### src/rtl/wordStackPkg.sv
package wordStackPkg;

  typedef enum logic [2:0] {
    ST_IDLE,
    ST_PUSH_HI,
    ST_PUSH_LO,
    ST_POP_LO,
    ST_POP_HI,
    ST_POP_DONE
  } stackState_t;

  // strobes from the sequencer to the datapath
  typedef struct packed {
    logic loadRegs;
    logic takePush;
    logic writeHi;
    logic writeLo;
    logic readLo;
    logic readHi;
    logic finishPop;
    logic flagIllegal;
  } stackStrobes_t;

endpackage

### src/rtl/wordStackCtrl.sv
module wordStackCtrl
  import wordStackPkg::*;
(
  input  logic          clk,
  input  logic          rstN,
  input  logic          loadReq,
  input  logic          pushReq,
  input  logic          popReq,
  input  logic          popToCode,
  output logic          busy,
  output stackStrobes_t strb
);

  stackState_t state, nextState;

  always_ff @(posedge clk) begin
    if (!rstN) state <= ST_IDLE;
    else       state <= nextState;
  end

  always_comb begin
    nextState = state;
    strb      = '0;
    case (state)
      ST_IDLE: begin
        // priority: load, then push, then pop
        if (loadReq) begin
          strb.loadRegs = 1'b1;
        end else if (pushReq) begin
          strb.takePush = 1'b1;
          nextState     = ST_PUSH_HI;
        end else if (popReq) begin
          if (popToCode) strb.flagIllegal = 1'b1;
          else           nextState        = ST_POP_LO;
        end
      end
      ST_PUSH_HI: begin
        strb.writeHi = 1'b1;
        nextState    = ST_PUSH_LO;
      end
      ST_PUSH_LO: begin
        strb.writeLo = 1'b1;
        nextState    = ST_IDLE;
      end
      ST_POP_LO: begin
        strb.readLo = 1'b1;
        nextState   = ST_POP_HI;
      end
      ST_POP_HI: begin
        strb.readHi = 1'b1;
        nextState   = ST_POP_DONE;
      end
      ST_POP_DONE: begin
        strb.finishPop = 1'b1;
        nextState      = ST_IDLE;
      end
      default: nextState = ST_IDLE;
    endcase
  end

  assign busy = (state != ST_IDLE);

endmodule

### src/rtl/wordStackDatapath.sv
module wordStackDatapath
  import wordStackPkg::*;
#(
  parameter int BYTE_W    = 8,
  parameter int OFF_W     = 16,
  parameter int SEG_W     = 16,
  parameter int PHYS_W    = 20,
  parameter int SEG_SHIFT = 4
) (
  input  logic                clk,
  input  logic                rstN,
  input  stackStrobes_t       strb,
  input  logic [SEG_W-1:0]    loadSeg,
  input  logic [OFF_W-1:0]    loadPtr,
  input  logic [2*BYTE_W-1:0] pushData,
  input  logic [BYTE_W-1:0]   memRdata,
  output logic [PHYS_W-1:0]   memAddr,
  output logic                memWe,
  output logic                memRe,
  output logic [BYTE_W-1:0]   memWdata,
  output logic [2*BYTE_W-1:0] popData,
  output logic                popValid,
  output logic                illegalPop,
  output logic [SEG_W-1:0]    curSeg,
  output logic [OFF_W-1:0]    curPtr
);

  localparam int WORD_W = 2 * BYTE_W;
  localparam logic [OFF_W-1:0] STEP1 = OFF_W'(1);
  localparam logic [OFF_W-1:0] STEP2 = OFF_W'(2);

  logic [SEG_W-1:0]  segReg;
  logic [OFF_W-1:0]  ptrReg;
  logic [WORD_W-1:0] pushWord;
  logic [BYTE_W-1:0] loByte;
  logic [OFF_W-1:0]  offset;
  logic [PHYS_W-1:0] segBase;

  // offset within the segment, wrapping modulo 2^OFF_W
  always_comb begin
    if (strb.writeHi)      offset = ptrReg - STEP1;
    else if (strb.writeLo) offset = ptrReg - STEP2;
    else if (strb.readHi)  offset = ptrReg + STEP1;
    else                   offset = ptrReg;
  end

  assign segBase  = PHYS_W'(segReg) << SEG_SHIFT;
  assign memAddr  = segBase + PHYS_W'(offset);
  assign memWe    = strb.writeHi | strb.writeLo;
  assign memRe    = strb.readLo | strb.readHi;
  assign memWdata = strb.writeHi ? pushWord[WORD_W-1:BYTE_W] : pushWord[BYTE_W-1:0];

  always_ff @(posedge clk) begin
    if (!rstN) begin
      segReg     <= '0;
      ptrReg     <= '0;
      pushWord   <= '0;
      loByte     <= '0;
      popData    <= '0;
      popValid   <= 1'b0;
      illegalPop <= 1'b0;
    end else begin
      popValid   <= strb.finishPop;
      illegalPop <= strb.flagIllegal;
      if (strb.loadRegs) begin
        segReg <= loadSeg;
        ptrReg <= loadPtr;
      end
      if (strb.takePush) pushWord <= pushData;
      if (strb.writeLo)  ptrReg   <= ptrReg - STEP2;
      // low byte returns during the high-byte read cycle
      if (strb.readHi)   loByte   <= memRdata;
      if (strb.finishPop) begin
        popData <= {memRdata, loByte};
        ptrReg  <= ptrReg + STEP2;
      end
    end
  end

  assign curSeg = segReg;
  assign curPtr = ptrReg;

endmodule

### src/rtl/wordStackEngine.sv
module wordStackEngine
  import wordStackPkg::*;
#(
  parameter int BYTE_W    = 8,
  parameter int OFF_W     = 16,
  parameter int SEG_W     = 16,
  parameter int PHYS_W    = 20,
  parameter int SEG_SHIFT = 4
) (
  input  logic                clk,
  input  logic                rstN,
  input  logic                loadReq,
  input  logic [SEG_W-1:0]    loadSeg,
  input  logic [OFF_W-1:0]    loadPtr,
  input  logic                pushReq,
  input  logic [2*BYTE_W-1:0] pushData,
  input  logic                popReq,
  input  logic                popToCode,
  output logic [PHYS_W-1:0]   memAddr,
  output logic                memWe,
  output logic                memRe,
  output logic [BYTE_W-1:0]   memWdata,
  input  logic [BYTE_W-1:0]   memRdata,
  output logic [2*BYTE_W-1:0] popData,
  output logic                popValid,
  output logic                illegalPop,
  output logic                busy,
  output logic [SEG_W-1:0]    curSeg,
  output logic [OFF_W-1:0]    curPtr
);

  stackStrobes_t strb;

  wordStackCtrl u_ctrl (
    .clk       (clk),
    .rstN      (rstN),
    .loadReq   (loadReq),
    .pushReq   (pushReq),
    .popReq    (popReq),
    .popToCode (popToCode),
    .busy      (busy),
    .strb      (strb)
  );

  wordStackDatapath #(
    .BYTE_W    (BYTE_W),
    .OFF_W     (OFF_W),
    .SEG_W     (SEG_W),
    .PHYS_W    (PHYS_W),
    .SEG_SHIFT (SEG_SHIFT)
  ) u_dp (
    .clk        (clk),
    .rstN       (rstN),
    .strb       (strb),
    .loadSeg    (loadSeg),
    .loadPtr    (loadPtr),
    .pushData   (pushData),
    .memRdata   (memRdata),
    .memAddr    (memAddr),
    .memWe      (memWe),
    .memRe      (memRe),
    .memWdata   (memWdata),
    .popData    (popData),
    .popValid   (popValid),
    .illegalPop (illegalPop),
    .curSeg     (curSeg),
    .curPtr     (curPtr)
  );

endmodule

### config.mk
export PLATFORM = sky130hd
export DESIGN_NAME = wordStackEngine
export DESIGN_NICKNAME = d
export VERILOG_FILES = /design/src/rtl/wordStackPkg.sv /design/src/rtl/wordStackCtrl.sv /design/src/rtl/wordStackDatapath.sv /design/src/rtl/wordStackEngine.sv
export SDC_FILE = /design/constraint.sdc
export NUM_CORES = 1
export LEC_CHECK = 0
export ABC_CLOCK_PERIOD_IN_PS = 4100
export BUFFER_PORTS_ARGS = -buffer_cell sky130_fd_sc_hd__buf_2
export CORE_UTILIZATION = 53
export DETAILED_ROUTE_END_ITERATION = 12
export PLACE_DENSITY = 0.81
export SETUP_SLACK_MARGIN = 0.02
export SLEW_MARGIN = 20
export SYNTH_ARGS = -nofsm -noshare
export SYNTH_HDL_FRONTEND = slang
export SYNTH_HIERARCHICAL = 1
export SYNTH_SLANG_ARGS = --single-unit
export TNS_END_PERCENT = 30
### constraint.sdc
create_clock -name clk -period 4.1 [get_ports clk]
set_input_delay 0.41 -clock clk [delete_from_list [all_inputs] [get_ports clk]]
set_output_delay 0.41 -clock clk [all_outputs]
set_load 0.05 [all_outputs]
[Word-level counts from Yosys, hierarchy flattened]
Cells that the tools add are included.
Storage, ports and cells
  flip-flop bits (word level): 77
  output and inout bits: 81
  logic and storage cells: 53
Cells by class
  add/subtract/negate cells: 5
  equal/unequal tests: 8
  mux-type cells: 22
  bitwise operators: 5
  reduce and logical (&&, ||, !) cells: 5
Operator list (number)
  $mux W16: 6
  $add A20 B16 Y20: 1
  $add A16 B1 Y16 const B: 1
  $add A16 B2 Y16 const B: 1
  $sub A16 B1 Y16 const B: 1
  $sub A16 B2 Y16 const B: 1
  $mux W3: 4
  $pmux W3 S4: 1
  $mux W1: 9
  $mux W8: 1
  $eq A3 B2 Y1 const B: 2
  $eq A3 B3 Y1 const B: 2
  $ne A3 B3 Y1 const B: 2
  $reduce_bool A3 Y1: 2
  $reduce_or A5 Y1: 1
  $eq A3 B1 Y1 const B: 1
  $logic_not A3 Y1: 1
  $not A1 Y1: 3
  $reduce_and A3 Y1: 1
  $mux W2: 1
  $ne A2 B2 Y1 const B: 1
  $or A1 B1 Y1: 2

[Depth between registers and ports, before layout]
  depth after elaboration: 6
  depth in mapped cells: 15
  gate-level depth less buffers: 14

[By module]
The synthesis kept the hierarchy.
Modules (own cells, without submodules)
  wordStackDatapath: times used 1, sequential area each 1481.4 um^2, area an instance 4928.5 um^2, cells an instance 586
  wordStackCtrl: times used 1, sequential area each 60.1 um^2, area an instance 210.2 um^2, cells an instance 23

[Worst setup path before layout]
No wires, ideal clock.
  path type: register to output
  start: register u_dp.ptrReg[2] (netlist: u_dp/curPtr[2])
  end: output port memAddr[18]
  arrival time: 4763 ps
  cell stages (with the launch flop): 14
  path buffers: 2
  required time: 3690 ps
  path slack: -1073 ps
  cells stage by stage: dfxtp_1 -> clkbuf_1 -> inv_1 -> ha_1 -> or4b_1 -> buf_2 -> nand4b_1 -> nor2_1 -> a41oi_1 -> xnor2_1 -> ha_1 -> a21oi_1 -> nand2_1 -> o311ai_0
On the way
  word-level cells in the longest chain between the ends: 5
  elaborated cells on any way between the ends: 7
  those cells by class: add/sub: 4; mux: 3
Ends and longest elaborated chain
  start, declared: RTL line wordStackDatapath.sv:33  | logic [OFF_W-1:0] ptrReg;
  start signal, assigned: RTL line wordStackDatapath.sv:67  | ptrReg <= loadPtr;
  start signal, assigned: RTL line wordStackDatapath.sv:70  | if (strb.writeLo) ptrReg <= ptrReg - STEP2;
  start signal, assigned: RTL line wordStackDatapath.sv:75  | ptrReg <= ptrReg + STEP2;
  $add A16 B1 Y16: RTL line wordStackDatapath.sv:43  | else if (strb.readHi) offset = ptrReg + STEP1;
  $mux W16: RTL line wordStackDatapath.sv:43
  $mux W16: RTL line wordStackDatapath.sv:42  | else if (strb.writeLo) offset = ptrReg - STEP2;
  $mux W16 *: RTL line wordStackDatapath.sv:41  | if (strb.writeHi) offset = ptrReg - STEP1;
  $add A20 B16 Y20 *: RTL line wordStackDatapath.sv:48  | assign memAddr = segBase + PHYS_W'(offset);
  end, declared: RTL line wordStackEngine.sv:19  | output logic [PHYS_W-1:0] memAddr,
Mark *: on every way between the ends. The rest lies on a longest branch, timed or not.

[Final worst setup path]
  start: register u_dp.ptrReg[1] (netlist: u_dp/curPtr[1])
  end: output port memAddr[19]
The elaborated chain is that of the path after synthesis.

==> metrics.md <==
| Metric | Value |
|---|---|
| Hold Fails Final Rpt | 0 |
| #FFs+latches synth | 77 |
| DR WL/cell | 16.70 µm |
| CP Cell Sequence | or4_4 -> or2_4 -> buf_6 -> nor3_1 -> o31ai_1 -> xnor2_1 -> ha_2 -> nand2_1 -> nor2_2 -> o2111ai_4 -> a31oi_4 -> xor2_2 -> buf_6 |
| ANT nets after route | 0 |
| Avg Cell Area, Syn | 8.438 µm² |
| Switching pwr | 0.001097 W |
| Vias in the first global route | 4808 |
| Most common cell after layout, fill and taps aside | buf_2 |
| Critical path class | register to primary output |
| Unrepaired setup endpoints after global routing | yes |
| Setup TNS Final | 0 ns |
| Largest net degree at the start of global routing | 75 |
| Number of diodes | 0 |
| CTS Sinks | 77 |
| Post-synth top flop | dfxtp_1 |
| Syn nets | 689 |
| Top cell type's share of synthesized area | 30.00% |
| CORE AREA | 0.009328 mm² |
| Synth warn | 6 |
| Cell area after synthesis | 0.005139 mm² |
| Worst Max-Slew Pin Slew | 1.053 ns |
| Hold Crit Class | input pin to register |
| Root Driver | clkbuf_8 |
| Power Total | 0.002530 W |
| Clk network pwr share | between 20 and 25% |
| Hold buffers post-CTS | 0 |
| Routed WL | 15100 µm |
| GR Util All Layers | around 28% |
| Post-Syn Instances | approximately 600 |
| Htree depth | 3 |
| I/O pin total | 143 |
| Final core occ | 74.07% |
| TritonCTS buffer count | 9 |
| Switching Share | between 40% and 50% |
| Status | finished clean |
| GP Congestion | 0.9589 |
| Fillers | 732 |
| Area Growth Syn to Fin | 34.45% |
| Die area | between 0.01 and 0.015 mm² |
| Worst Clk Skew | 0.01152 ns |
| Port buffer count | 142 |
| First-pass DRT Iterations | 6 |
| Comb power frac | 44.8% |
| Crit path capture type | primary output |
| Top cells by area, synth | dfxtp_1, mux2i_1, nor2b_1 |
| Synth area leader | dfxtp_1 |
| Worst skew pair latency | 0.36 ns |
| Worst Path Max Fanout | 7 |
| Int Pwr | 0.001433 W |
| Crit path required time | 3.69 ns |
| Global-route wire length before repair | approximately 23000 µm |
| Final-report setup violation count | 0 |
| CP max stage cell | or4_4 |
| Die X | 100.5 µm |
| Drc violations | 0 |
| Sequential area share after synthesis | 30.00% |
| DPL Wire Length | 10590 µm |
| Distinct cells, synth | 73 |
| Final period util | just under 100% |
| DR iter-0 viols | between 200 and 300 |
| Vias | 5212 |
| Ys async rst share | 0% |
| CTS tree | built |
| Biggest cell delay along the critical path | ~0.53 ns |
| Nets | 850 |
| Fraction of layout instances using a drive strength above 1 | 38.97% |
| Non-filler cells, final | around 900 |
| Post-synth EDFFs | 0 |
| Number of cells after detailed placement | 870 |
| Die H | 100.5 µm |
| Max Clock Freq | approximately 250 MHz |
| Initial antenna violation count | 0 |
| Fin crit period | 4.031 ns |
| # rows | 35 |
| CP most frequent cell | buf_6 |
| Total grt overflow | 0 |
| Pwr per Cell Area | 366.2 mW/mm² |
| Via-to-Cell Ratio | 5.765 |
| Commonest cells after routing, fill and taps aside | buf_2, dfxtp_1, nor2b_1, mux2i_1, buf_4 |
| Clk buf depth | 2 |
| Part of the power in registers | roughly a third |
| Maxcap violations | 0 |
| Relative slew slack | 29.83% |
| Worst setup SP type | register |
| Starting Density | 55.09% |
| Leak | slightly below 3 nW |
| Clk slew on worst S/H paths | roughly 0.09 ns |
| Crit path arrival time | 3.62 ns |
| Final max-slew violation count | 0 |
| Peak VDD IR | 0.0002338 V |
metrics by stage:
| step | hold slack, ns | setup WS (ns) | instance area (µm²) |
|---|---|---|---|
| floorplan | 0.4766 | -0.01259 | 5215 |
| global placement | 0.4896 | 0.04437 | 6198 |
| detailed placement | 0.5017 | -0.02512 | 6198 |
| CTS | 0.2922 | 0.009395 | 6578 |
| global route | 0.3111 | -0.06301 | 6909 |
| finish | 0.3052 | 0.06945 | 6909 |
worst max-delay path: cells and delay by family, from the launching register on:
kind,cells,cell delay [ns]
xor+xnor,2,0.30
buf+inv,2,0.31
fa+ha+maj,1,0.39
flops,1,0.38
compound gates,3,0.57
simple gates,5,1.29
layout make-up:
type,instances,area [µm²],area share [%]
inverter,18,70.07,1.014
clock buffer,9,123.9,1.793
multi-input combinational,471,3772,54.60
clock inverter,7,58.81,0.8511
timing repair buffer,193,1160,16.79
sequential,77,1563,22.62
tap,129,161.4,2.336
path summary, 6_finish.rpt:
check                                 from  slack [ns]  depth (start not counted)                             to
max            u_dp/curPtr[1]$_SDFFE_PN0P_        0.07                         13                    memAddr[19]
min                            loadSeg[14]        0.31                          3   u_dp/curSeg[14]$_SDFFE_PN0P_
max reg2reg   u_ctrl/state[0]$_SDFFE_PN0P_        1.76                          7    u_dp/curPtr[7]$_SDFFE_PN0P_
min reg2reg  u_dp/popData[13]$_SDFFE_PN0P_        0.52                          2  u_dp/popData[13]$_SDFFE_PN0P_
cells in the mapped netlist (all sizes together) (2+ instances only):
master	number
nor2b	62
o211a	3
ha	17
mux2	9
a221oi	8
o32ai	2
nor4b	4
inv	18
a21boi	2
o211ai	3
o21ai	28
o22ai	2
nor4	7
nand2b	6
or4	3
mux2i	61
nor3	13
xor2	14
nand2	38
o21a	2
a211oi	5
xnor2	28
a41oi	2
a31oi	6
o2111ai	3
a22oi	4
nand3	13
or2	3
o31ai	6
or3	2
a21oi	31
and2	2
nor3b	5
dfxtp	77
buf	10
nand4	5
nor2	47
a211o	3
clkbuf	34
and3	3
metal layers:
| metal | up-vias | GRT usage (%) | wire [µm] |
|---|---|---|---|
| li1 | 2491 | - | - |
| met1 | 2439 | 34.66 | 6218 |
| met2 | 242 | 50.42 | 7535 |
| met3 | 40 | 5.825 | 1000 |
| met4 | 0 | 8.584 | 346 |
| met5 | - | 0 | 0 |
cells by family after synthesis:
family / Yosys count / synth area share, %
and+or+nand+nor: 219 / 23.91
DFF: 77 / 30.00
buffers and inverters: 62 / 4.845
AOI/OAI and AO/OA: 121 / 15.71
xor gates and xnor gates: 42 / 7.159
muxes: 70 / 13.85
adders and majority gates: 18 / 4.529
state kept, by name (all words and copies together) (netlist names):
name and flops:
u_dp/illegalPop 1, u_dp/pushWord 16, u_dp/curPtr 16, u_dp/loByte 8
u_dp/popValid 1, u_dp/curSeg 16, u_dp/popData 16, u_ctrl/state 3
power by group through the flow:
stage	Sequential, W	Clock [W]	Combinational, W
CTS	0.000845	0.000568	0.00103
detailed placement	0.000862	0	0.000986
global placement	0.000860	0	0.000968
floorplan	0.000933	0	0.000657
finish	0.000846	0.000551	0.00113
global route	0.000852	0.000596	0.00120
repair_timing:
item,CTS,global route
gates resized for setup,45,52
pin swaps,6,26
buffers inserted,5,12
gates cloned,0,1
hold endpoints to repair,0,0
setup endpoints to repair,9,10
Note: power is estimated with default switching activity, not from simulation.
